===== src/rtl/irq_hub_pkg.sv =====
// Shared constants, types and the priority ordering function for the
// six-request interrupt controller.
package irq_hub_pkg;

    localparam int NUM_IRQ = 6;
    localparam int ID_W    = 3;
    localparam int PRIO_W  = 3;
    localparam int ADDR_W  = 2;

    typedef enum logic [1:0] {
        EDGE_RISE = 2'd0,
        EDGE_FALL = 2'd1,
        EDGE_BOTH = 2'd2
    } edge_kind_e;

    typedef enum logic [ADDR_W-1:0] {
        RA_PEND = 2'd0,
        RA_MASK = 2'd1,
        RA_PRIO = 2'd2,
        RA_NONE = 2'd3
    } reg_addr_e;

    // Request index that holds rank pos (0 = highest) under priority code.
    function automatic logic [ID_W-1:0] rank_to_irq(input logic [PRIO_W-1:0] code,
                                                    input int pos);
        int step;
        int slot;
        step = int'(code[1:0]);
        slot = code[2] ? (NUM_IRQ - 1 - pos) : pos;
        return ID_W'((slot + step) % NUM_IRQ);
    endfunction

endpackage


===== src/rtl/irq_edge_det.sv =====
// Optional synchronizer chain followed by an edge detector.
// Assumes: STAGES = 0 only for inputs already synchronous to clk.
// Emits a one-cycle event for each qualifying edge of the (synchronized) level.
module irq_edge_det
    import irq_hub_pkg::*;
#(
    parameter int         STAGES = 2,
    parameter edge_kind_e KIND   = EDGE_RISE
) (
    input  logic clk,
    input  logic rst_n,
    input  logic sig_i,
    output logic evt_o
);

    logic level;
    logic level_d;

    generate
        if (STAGES == 0) begin : g_direct
            assign level = sig_i;
        end else begin : g_sync
            logic [STAGES-1:0] chain;
            // Shift the asynchronous input through the synchronizer stages.
            always_ff @(posedge clk) begin
                if (!rst_n) begin
                    chain <= '0;
                end else begin
                    chain[0] <= sig_i;
                    for (int i = 1; i < STAGES; i++) begin
                        chain[i] <= chain[i-1];
                    end
                end
            end
            assign level = chain[STAGES-1];
        end
    endgenerate

    // Remember the previous level for edge comparison.
    always_ff @(posedge clk) begin
        if (!rst_n) level_d <= 1'b0;
        else        level_d <= level;
    end

    generate
        if (KIND == EDGE_RISE) begin : g_rise
            assign evt_o = level & ~level_d;
        end else if (KIND == EDGE_FALL) begin : g_fall
            assign evt_o = ~level & level_d;
        end else begin : g_both
            assign evt_o = level ^ level_d;
        end

        if (KIND != EDGE_BOTH) begin : g_chk
            // a single-direction detector never fires twice in a row.
            a_r5_single_event: assert property (@(posedge clk) disable iff (!rst_n)
                evt_o |=> !evt_o);
        end
    endgenerate

endmodule


===== src/rtl/irq_src_map.sv =====
// Maps the nine raw sources onto six set-event lines.
// Assumes: pins are asynchronous; comparator, timer and low-voltage inputs are
// synchronous levels or pulses. Request 5 is selected per event by lowbat_en_i.
module irq_src_map
    import irq_hub_pkg::*;
#(
    parameter int SYNC_STAGES = 2
) (
    input  logic               clk,
    input  logic               rst_n,
    input  logic [2:0]         ext_pin_i,
    input  logic [1:0]         cmp_evt_i,
    input  logic               tmr16_evt_i,
    input  logic               tmr8_evt_i,
    input  logic               tmr1_eoc_i,
    input  logic               lowbat_flag_i,
    input  logic               lowbat_en_i,
    output logic [NUM_IRQ-1:0] set_o
);

    logic [2:0] pin_ev;
    logic [1:0] cmp_ev;
    logic       t16_ev;
    logic       t8_ev;
    logic       t1_ev;
    logic       lb_ev;

    generate
        for (genvar i = 0; i < 3; i++) begin : g_pin
            localparam edge_kind_e PK = (i == 1) ? EDGE_FALL : EDGE_BOTH;
            irq_edge_det #(.STAGES(SYNC_STAGES), .KIND(PK)) u_pin (
                .clk(clk), .rst_n(rst_n), .sig_i(ext_pin_i[i]), .evt_o(pin_ev[i]));
        end
        for (genvar j = 0; j < 2; j++) begin : g_cmp
            irq_edge_det #(.STAGES(0), .KIND(EDGE_RISE)) u_cmp (
                .clk(clk), .rst_n(rst_n), .sig_i(cmp_evt_i[j]), .evt_o(cmp_ev[j]));
        end
    endgenerate

    irq_edge_det #(.STAGES(0), .KIND(EDGE_RISE)) u_t16 (
        .clk(clk), .rst_n(rst_n), .sig_i(tmr16_evt_i), .evt_o(t16_ev));
    irq_edge_det #(.STAGES(0), .KIND(EDGE_RISE)) u_t8 (
        .clk(clk), .rst_n(rst_n), .sig_i(tmr8_evt_i), .evt_o(t8_ev));
    irq_edge_det #(.STAGES(0), .KIND(EDGE_RISE)) u_t1 (
        .clk(clk), .rst_n(rst_n), .sig_i(tmr1_eoc_i), .evt_o(t1_ev));
    irq_edge_det #(.STAGES(0), .KIND(EDGE_RISE)) u_lb (
        .clk(clk), .rst_n(rst_n), .sig_i(lowbat_flag_i), .evt_o(lb_ev));

    // Merge shared sources into the six request set lines.
    always_comb begin
        set_o[0] = pin_ev[0] | cmp_ev[0];
        set_o[1] = pin_ev[1];
        set_o[2] = pin_ev[2] | cmp_ev[1];
        set_o[3] = t16_ev;
        set_o[4] = t8_ev;
        set_o[5] = lowbat_en_i ? lb_ev : t1_ev;
    end

    // with the low-voltage source selected, only its edge sets request 5.
    a_r6_lowbat_only: assert property (@(posedge clk) disable iff (!rst_n)
        (lowbat_en_i && !lb_ev) |-> !set_o[5]);

endmodule


===== src/rtl/irq_reg_file.sv =====
// Pending, mask and priority registers with a simple register bus.
// Assumes: single-cycle writes; read data is combinational from the address.
// Pending update order: bus write, else acknowledge clear, then new events OR in.
module irq_reg_file
    import irq_hub_pkg::*;
#(
    parameter int DATA_W = 8
) (
    input  logic               clk,
    input  logic               rst_n,
    input  logic               we_i,
    input  logic [ADDR_W-1:0]  addr_i,
    input  logic [DATA_W-1:0]  wdata_i,
    output logic [DATA_W-1:0]  rdata_o,
    input  logic [NUM_IRQ-1:0] set_i,
    input  logic               ack_i,
    input  logic               req_i,
    input  logic [ID_W-1:0]    id_i,
    output logic [NUM_IRQ-1:0] pend_o,
    output logic [NUM_IRQ-1:0] mask_o,
    output logic [PRIO_W-1:0]  prio_o
);

    localparam int PAD_P = DATA_W - NUM_IRQ;
    localparam int PAD_C = DATA_W - PRIO_W;

    logic [NUM_IRQ-1:0] pend_q;
    logic [NUM_IRQ-1:0] pend_nx;
    logic [NUM_IRQ-1:0] mask_q;
    logic [PRIO_W-1:0]  prio_q;
    logic               wr_pend;
    logic               unused_wbits;

    assign wr_pend      = we_i && (addr_i == RA_PEND);
    assign unused_wbits = ^wdata_i[DATA_W-1:NUM_IRQ];

    // Next pending value: write, else acknowledge clear, then events.
    always_comb begin
        pend_nx = pend_q;
        if (wr_pend) begin
            pend_nx = wdata_i[NUM_IRQ-1:0];
        end else if (ack_i && req_i) begin
            pend_nx[id_i] = 1'b0;
        end
        pend_nx = pend_nx | set_i;
    end

    // Register the pending bits.
    always_ff @(posedge clk) begin
        if (!rst_n) pend_q <= '0;
        else        pend_q <= pend_nx;
    end

    // Register the mask and priority code from bus writes.
    always_ff @(posedge clk) begin
        if (!rst_n) begin
            mask_q <= '0;
            prio_q <= '0;
        end else if (we_i) begin
            if (addr_i == RA_MASK) mask_q <= wdata_i[NUM_IRQ-1:0];
            if (addr_i == RA_PRIO) prio_q <= wdata_i[PRIO_W-1:0];
        end
    end

    // Return the addressed register, zero-padded.
    always_comb begin
        case (addr_i)
            RA_PEND: rdata_o = {{PAD_P{1'b0}}, pend_q};
            RA_MASK: rdata_o = {{PAD_P{1'b0}}, mask_q};
            RA_PRIO: rdata_o = {{PAD_C{1'b0}}, prio_q};
            default: rdata_o = '0;
        endcase
    end

    assign pend_o = pend_q;
    assign mask_o = mask_q;
    assign prio_o = prio_q;

    // reset leaves all registers cleared.
    a_r1_reset_clear: assert property (@(posedge clk)
        !rst_n |=> (pend_q == '0 && mask_q == '0 && prio_q == '0));

    // an acknowledge with no competing write or event clears the bit.
    a_r10_ack_clears: assert property (@(posedge clk) disable iff (!rst_n)
        (ack_i && req_i && !wr_pend && !set_i[id_i]) |=> !pend_q[$past(id_i)]);

    // pending bits are never lost without a write or acknowledge.
    a_r7_pend_kept: assert property (@(posedge clk) disable iff (!rst_n)
        (!ack_i && !wr_pend) |=> ((pend_q & $past(pend_q)) == $past(pend_q)));

endmodule


===== src/rtl/irq_prio_pick.sv =====
// Priority resolver: picks the highest-ranked active request under the code.
// Assumes: active_i is already masked. clk/rst_n clock only the checks.
module irq_prio_pick
    import irq_hub_pkg::*;
#(
    parameter int VEC_W = 8
) (
    input  logic               clk,
    input  logic               rst_n,
    input  logic [NUM_IRQ-1:0] active_i,
    input  logic [PRIO_W-1:0]  code_i,
    output logic               req_o,
    output logic [ID_W-1:0]    id_o,
    output logic [VEC_W-1:0]   vec_o
);

    // Walk ranks from lowest to highest so the highest active one is kept.
    always_comb begin
        logic [ID_W-1:0] cand;
        req_o = 1'b0;
        id_o  = '0;
        cand  = '0;
        for (int p = NUM_IRQ - 1; p >= 0; p--) begin
            cand = rank_to_irq(code_i, p);
            if (active_i[cand]) begin
                req_o = 1'b1;
                id_o  = cand;
            end
        end
    end

    // Vector slot start is twice the request index.
    assign vec_o = VEC_W'({id_o, 1'b0});

    // the offered request is active.
    a_r8_winner_active: assert property (@(posedge clk) disable iff (!rst_n)
        req_o |-> active_i[id_o]);

    // nothing is offered when nothing is active.
    a_r8_idle_quiet: assert property (@(posedge clk) disable iff (!rst_n)
        (active_i == '0) |-> !req_o);

endmodule


===== src/rtl/irq_hub6.sv =====
// Top of the six-request vectored interrupt controller.
// Assumes: a core takes irq_id_o/irq_vec_o while irq_req_o is high and pulses
// irq_ack_i for one cycle. Outputs depend only on registered state.
module irq_hub6
    import irq_hub_pkg::*;
#(
    parameter int SYNC_STAGES = 2,
    parameter int DATA_W      = 8,
    parameter int VEC_W       = 8
) (
    input  logic              clk,
    input  logic              rst_n,
    input  logic [2:0]        ext_pin_i,
    input  logic [1:0]        cmp_evt_i,
    input  logic              tmr16_evt_i,
    input  logic              tmr8_evt_i,
    input  logic              tmr1_eoc_i,
    input  logic              lowbat_flag_i,
    input  logic              lowbat_en_i,
    input  logic              bus_we_i,
    input  logic [1:0]        bus_addr_i,
    input  logic [DATA_W-1:0] bus_wdata_i,
    output logic [DATA_W-1:0] bus_rdata_o,
    input  logic              irq_ack_i,
    output logic              irq_req_o,
    output logic [2:0]        irq_id_o,
    output logic [VEC_W-1:0]  irq_vec_o
);

    logic [NUM_IRQ-1:0] set_ev;
    logic [NUM_IRQ-1:0] pend;
    logic [NUM_IRQ-1:0] mask;
    logic [PRIO_W-1:0]  prio;
    logic [NUM_IRQ-1:0] active;

    irq_src_map #(.SYNC_STAGES(SYNC_STAGES)) u_src (
        .clk(clk), .rst_n(rst_n),
        .ext_pin_i(ext_pin_i), .cmp_evt_i(cmp_evt_i),
        .tmr16_evt_i(tmr16_evt_i), .tmr8_evt_i(tmr8_evt_i),
        .tmr1_eoc_i(tmr1_eoc_i), .lowbat_flag_i(lowbat_flag_i),
        .lowbat_en_i(lowbat_en_i), .set_o(set_ev));

    irq_reg_file #(.DATA_W(DATA_W)) u_regs (
        .clk(clk), .rst_n(rst_n),
        .we_i(bus_we_i), .addr_i(bus_addr_i), .wdata_i(bus_wdata_i),
        .rdata_o(bus_rdata_o), .set_i(set_ev), .ack_i(irq_ack_i),
        .req_i(irq_req_o), .id_i(irq_id_o),
        .pend_o(pend), .mask_o(mask), .prio_o(prio));

    // Only unmasked pending requests compete.
    assign active = pend & mask;

    irq_prio_pick #(.VEC_W(VEC_W)) u_pick (
        .clk(clk), .rst_n(rst_n), .active_i(active), .code_i(prio),
        .req_o(irq_req_o), .id_o(irq_id_o), .vec_o(irq_vec_o));

    // an offered request always has its mask bit set.
    a_r7_mask_blocks: assert property (@(posedge clk) disable iff (!rst_n)
        irq_req_o |-> mask[irq_id_o]);

endmodule


===== config.mk =====
export PLATFORM = sky130hd
export DESIGN_NAME = irq_hub6
export DESIGN_NICKNAME = d
export VERILOG_FILES = /design/src/rtl/irq_hub_pkg.sv /design/src/rtl/irq_edge_det.sv /design/src/rtl/irq_src_map.sv /design/src/rtl/irq_reg_file.sv /design/src/rtl/irq_prio_pick.sv /design/src/rtl/irq_hub6.sv
export SDC_FILE = /design/constraint.sdc
export NUM_CORES = 1
export LEC_CHECK = 0
export ABC_AREA = 1
export BUFFER_PORTS_ARGS = -buffer_cell sky130_fd_sc_hd__buf_2
export CORE_UTILIZATION = 48
export DETAILED_ROUTE_END_ITERATION = 7
export GPL_ROUTABILITY_DRIVEN = 1
export PLACE_DENSITY = 0.73
export SLEW_MARGIN = 20
export SYNTH_ARGS = -nofsm -noshare
export SYNTH_HDL_FRONTEND = slang
export SYNTH_SLANG_ARGS = --single-unit
export TNS_END_PERCENT = 10

===== constraint.sdc =====
create_clock -name clk -period 3.45 [get_ports clk]
set_input_delay 0.345 -clock clk [delete_from_list [all_inputs] [get_ports clk]]
set_output_delay 0.345 -clock clk [all_outputs]
set_load 0.005 [all_outputs]

Yosys cells after proc, flatten, opt, wreduce, memory -nomap -nowiden
Index checks and enable logic that the tools add are counted.

Add/sub/neg operators: 6. Multiply operators: 0. Div/mod/pow operators: 6. Magnitude comparators: 8. Equal/unequal tests: 2. Shifts and indexed selects: 0. Multiplexer cells: 36. Bitwise gates (word level): 22. Reduce and logical (&&, ||, !) cells: 6.

Operators with widths (count): adder 32 x 3 -> 32 bit (6); modulo 32 x 4 -> 32 bit (second input constant) (6); 2-to-1 mux 3 bit (10); < comparator 3 x 4 -> 1 bit (second input constant) (7); binary-select mux 1 bit (select 3 bit) (6); one-hot mux 6 bit (3 select lines) (1); 2-to-1 mux 1 bit (16); bitwise AND 6 bit (2); 2-to-1 mux 6 bit (2); bitwise AND 1 bit (7); NOT 1 bit (7); NOT 6 bit (1); bitwise OR 6 bit (1); AND reduction 2 bit (2); demux 1 bit (select 3 bit) (1); >= comparator 3 x 1 -> 1 bit (second input constant) (1); logical AND 1 bit (3); equality test 2 x 1 -> 1 bit (second input constant) (1); equality test 2 bit (second input constant) (1); logical NOT 2 bit (1); bitwise OR 1 bit (2); XOR 1 bit (2).

Bits in registers: 30. Bits in latches: 0. Bits in writable memories: 0. Bits in read-only memories: 0. Input port bits: 24. Output and inout port bits: 20. Logic and storage cells: 101. Memories: 0.

Depth between registers and ports, before layout
Word-level depth: 20. Gate-level depth with buffers: 22. Mapped depth without buffers: 22.

Hierarchy
From an unflattened synthesis, not the netlist that was laid out.

Cells, all modules: 393. Area, all modules: 2377.3 um^2.

Modules (own cells, without submodules): irq_prio_pick (instances 1, cells each 171, area an instance 910.9 um^2, seq. area each 0.0 um^2); irq_reg_file (instances 1, cells each 132, area an instance 853.3 um^2, seq. area each 300.3 um^2); irq_edge_det at u_src.g_cmp[0].u_cmp ... (instances 6, cells each 5, area an instance 37.5 um^2, seq. area each 20.0 um^2); irq_edge_det at u_src.g_pin[0].u_pin ... (instances 2, cells each 14, area an instance 101.3 um^2, seq. area each 60.1 um^2); irq_edge_det at u_src.g_pin[1].u_pin (instances 1, cells each 11, area an instance 90.1 um^2, seq. area each 60.1 um^2); irq_src_map (instances 1, cells each 9, area an instance 50.0 um^2, seq. area each 0.0 um^2); irq_hub6 (instances 1, cells each 12, area an instance 45.0 um^2, seq. area each 0.0 um^2).

Worst setup path after synthesis
OpenSTA, ideal clock, no wires.

Path type: flip-flop to output port. Start: reg u_regs.prio_q[2] (netlist: u_regs.prio_o[2]). End: out irq_vec_o[2]. Arrival time: 2412 ps. Data required time: 3105 ps. Path slack: 693 ps. Stages on the path, launching flop included: 18. Path buffers: 2. Cell sequence: dfxtp_1 inv_2 ha_1 inv_1 ha_1 buf_2 inv_2 xor2_1 nand3_1 o21ai_1 nand2_1 o21ai_2 inv_2 a31oi_1 nand2_1 nand2_1 nand2_1 buf_4.

Longest elaborated chain between the ends: 11. Elaborated cells on any way between the ends: 36. Classes of those cells: add/sub (6); div (6); mux (24).

Ends and longest elaborated chain: from (decl) (line irq_reg_file.sv:30) `logic [PRIO_W-1:0] prio_q;`; from (signal assigned) (line irq_reg_file.sv:61) `if (addr_i == RA_PRIO) prio_q <= wdata_i[PRIO_W-1:0];`; 2-to-1 mux 3 bit (line irq_hub_pkg.sv:29) `slot = code[2] ? (NUM_IRQ - 1 - pos) : pos;`; adder 32 x 3 -> 32 bit (line irq_hub_pkg.sv:30) `return ID_W'((slot + step) % NUM_IRQ);`; modulo 32 x 4 -> 32 bit (line irq_hub_pkg.sv:30); binary-select mux 1 bit (select 3 bit) (line irq_prio_pick.sv:25) `if (active_i[cand]) begin`; 2-to-1 mux 1 bit (not written as such) (line irq_prio_pick.sv:25); 2-to-1 mux 3 bit (5 in series) (line irq_prio_pick.sv:25); 2-to-1 mux 3 bit (*) (line irq_prio_pick.sv:25); to (decl) (line irq_hub6.sv:27) `output logic [VEC_W-1:0] irq_vec_o`.

Every way passes the cells marked *; elsewhere a longest branch is shown, timed or not. The select of a mux whose other input is x is not followed.

Worst setup path after layout
Ends and elaborated chain as after synthesis.

==> impl_metrics.tcl <==
set metrics [dict create \
    period_share 0.894 \
    post_drt_wl_per_cell_um 10.7 \
    yosysTopAreaCell "dfxtp_1" \
    grt_pass1_vias 2002 \
    drive_above_1_share 0.152 \
    cts_tree "built" \
    synth-edff-count 0 \
    power_uw 910 \
    finClkSkew_ns 0.00424 \
    required_ns 3.11 \
    ys_async_sr_fraction 0 \
    r2r-start "u_regs.prio_o[2]" \
    ys_seq_area_frac 0.279 \
    maxSlewViolCount 0 \
    die_h_um 68.9 \
    cts_resized 0 \
    cts-root-buf "clkbuf_8" \
    hold_class "primary input to flip-flop" \
    yosysUniqueCellTypes 28 \
    gr-usage-all-layers 0.231 \
    drtAntennaViolNets 0 \
    area_growth_pct 11.4 \
    layout_min_cycle_time_ns 3.09 \
    postCtsSetupRepairBufs 0 \
    setup_viol 0 \
    dieArea_sq_um 4750 \
    clock_path_buffers 2 \
    core_area_sq_um 4140 \
    drcViolationCount 0 \
    ctsHtreeMaxLevel 2 \
    powerDensity_nw_per_um2 380 \
    rr_endpoint "u_regs.pend_o[3]" \
    status "finished, final reports clean" \
    clock_latency_ns 0.28 \
    wirelength_um 4780 \
    fillerInstances 415 \
    endpoint "irq_vec_o[2]" \
    hpwl_um 3740 \
    p_leak_nw 1.36 \
    end_kind "primary output" \
    crit_type "flip-flop to primary output" \
    yosys-top-cells-area "dfxtp_1, nand2_1, inv_1, a21oi_1, nand3_1" \
    clk_pin_slew_ns 0.06 \
    port_buffers 34 \
    yosys_most_used_dff "dfxtp_1" \
    io_pins 44 \
    grt_pass1_wl_um 8230 \
    gr-total-overflow 0 \
    drtIter0Drc 134 \
    syn_area_sq_um 2150 \
    syn_inst 364 \
    synth_commonest_cells "nand2_1, inv_1, dfxtp_1" \
    place_ws_ns 0.406 \
    yosysWarnings 0 \
    rows 23 \
    chipWidth_um 68.9 \
    fin_util 0.578 \
    grt_max_degree 26 \
    antenna_found_initial 0 \
    vias_per_cell 4.94 \
    finalHoldViolCount 0 \
    setup_slack_ns 0.364 \
    holdPathStages 3 \
    diodes 0 \
    start_util 0.519 \
    worstPathMaxFanout 8 \
    max_freq_mhz 324 \
    finalNetCount 425 \
    rsz0062_at_grt "no" \
    irDropWorstVdd_mv 0.241 \
    cp-start-kind "flip-flop" \
    numCtsBuffers 5 \
    first_pass_iters 4 \
    ys_ff_latch 30 \
    synth.most_common_cell "nand2_1" \
    worstRegToRegCells 19 \
    syn_area_per_cell_sq_um 5.91 \
    gp_congestion 0.878 \
    fin_tns_setup_ns 0 \
    cts.sinks 30 \
    synthDominantCellAreaShare 0.279 \
    arrival_ns 2.74 \
    hold_buffers 0 \
    vias 2200 \
    startpoint "u_regs.prio_o[2]" \
    maxCapViolCount 0 \
    rrSetupSlack_ns 0.65 \
]
[critical path, stage by stage (launching register included)]
cell	delay, ns
dfxtp_2	0.36
inv_2	0.14
ha_2	0.23
inv_1	0.09
ha_4	0.33
inv_2	0.08
a21oi_1	0.18
nand3_1	0.13
nand2_1	0.14
nand2_1	0.08
o21ai_2	0.10
inv_2	0.07
a31oi_1	0.14
nand2_1	0.07
nand2_1	0.06
nand2_1	0.12
buf_2	0.16
[layout make-up]
type                            count  area (sq um)  share of cell area
Inverter                           70           263               0.110
Clock buffer                        7          76.3              0.0319
Timing Repair Buffer               34           170              0.0711
Sequential cell                    30           602               0.251
Tap cell                           50          62.6              0.0261
Multi-Input combinational cell    254          1220               0.510
[per-stage QoR]
| stage | area [sq um] | instances | hold WS, ns |
|---|---|---|---|
| global placement | 2290 | 438 | 0.392 |
| floorplan | 2170 | 370 | 0.390 |
| CTS | 2370 | 445 | 0.244 |
| finish | 2390 | 445 | 0.251 |
| detailed placement | 2290 | 438 | 0.400 |
| global route | 2390 | 445 | 0.258 |
[cells by family (layout without fill, tap and decap cells)]
group,Yosys count,after routing,share of synthesized area
other,1,7,0.00174
and+or+nand+nor,174,174,0.333
buffers and inverters,86,111,0.173
AOI/OAI and AO/OA,64,64,0.165
adders and majority gates,6,6,0.0349
DFF,30,30,0.279
xor gates and xnor gates,3,3,0.0122
[registers in the layout, summed over array words and instances, names as in the netlist]
register / count
u_src.g_pin.u_pin.g_sync.chain: 6
u_regs.pend_o: 6
u_src.u_t16.level_d: 1
u_src.g_pin.u_pin.level_d: 3
u_regs.mask_o: 6
u_src.u_lb.level_d: 1
u_src.u_t1.level_d: 1
u_src.u_t8.level_d: 1
u_src.g_cmp.u_cmp.level_d: 2
u_regs.prio_o: 3
[layout by cell type (no fill, tap or decap), types with 3 or more instances in the layout]
master and count:
nand2_1 115, inv_1 64, buf_2 34, dfxtp_1 29, nor2_1 24, a21oi_1 22
nand3_1 21, o21ai_0 20, nand2_2 8, o21ai_1 7, conb_1 7, inv_2 6
o22ai_1 6, clkbuf_8 5, ha_1 4, nand4_1 3, o221ai_1 3
[routing by layer]
layer / GRT usage / vias up / wire, um
li1: - / 1178 / -
met1: 0.279 / 974 / 2310
met2: 0.409 / 42 / 2280
met3: 0.0378 / 6 / 121
met4: 0.0765 / 0 / 58
met5: 0 / - / 0
[where the power goes]
group	total, mW	internal, mW	switching (mW)
combinational	0.278	0.103	0.175
sequential	0.379	0.367	0.0115
clock	0.253	0.138	0.115
total	0.910	0.608	0.302
[how the worst min path moves through the flow]
stage	endpoint	start	slack, ns
5_1_grt	u_src.g_pin[2].u_pin.g_sync.chain[0]	ext_pin_i[2]	0.26
4_1_cts	u_src.g_pin[0].u_pin.g_sync.chain[0]	ext_pin_i[0]	0.24
6_report	u_src.g_pin[0].u_pin.g_sync.chain[0]	ext_pin_i[0]	0.25
2_1_floorplan	u_src.g_pin[0].u_pin.g_sync.chain[1]	u_src.g_pin[0].u_pin.g_sync.chain[0]	0.39
3_5_place_dp	u_src.g_pin[0].u_pin.g_sync.chain[1]	u_src.g_pin[0].u_pin.g_sync.chain[0]	0.40
3_3_place_gp	u_src.g_pin[0].u_pin.g_sync.chain[1]	u_src.g_pin[0].u_pin.g_sync.chain[0]	0.39
(Power assumes the default switching activity.)
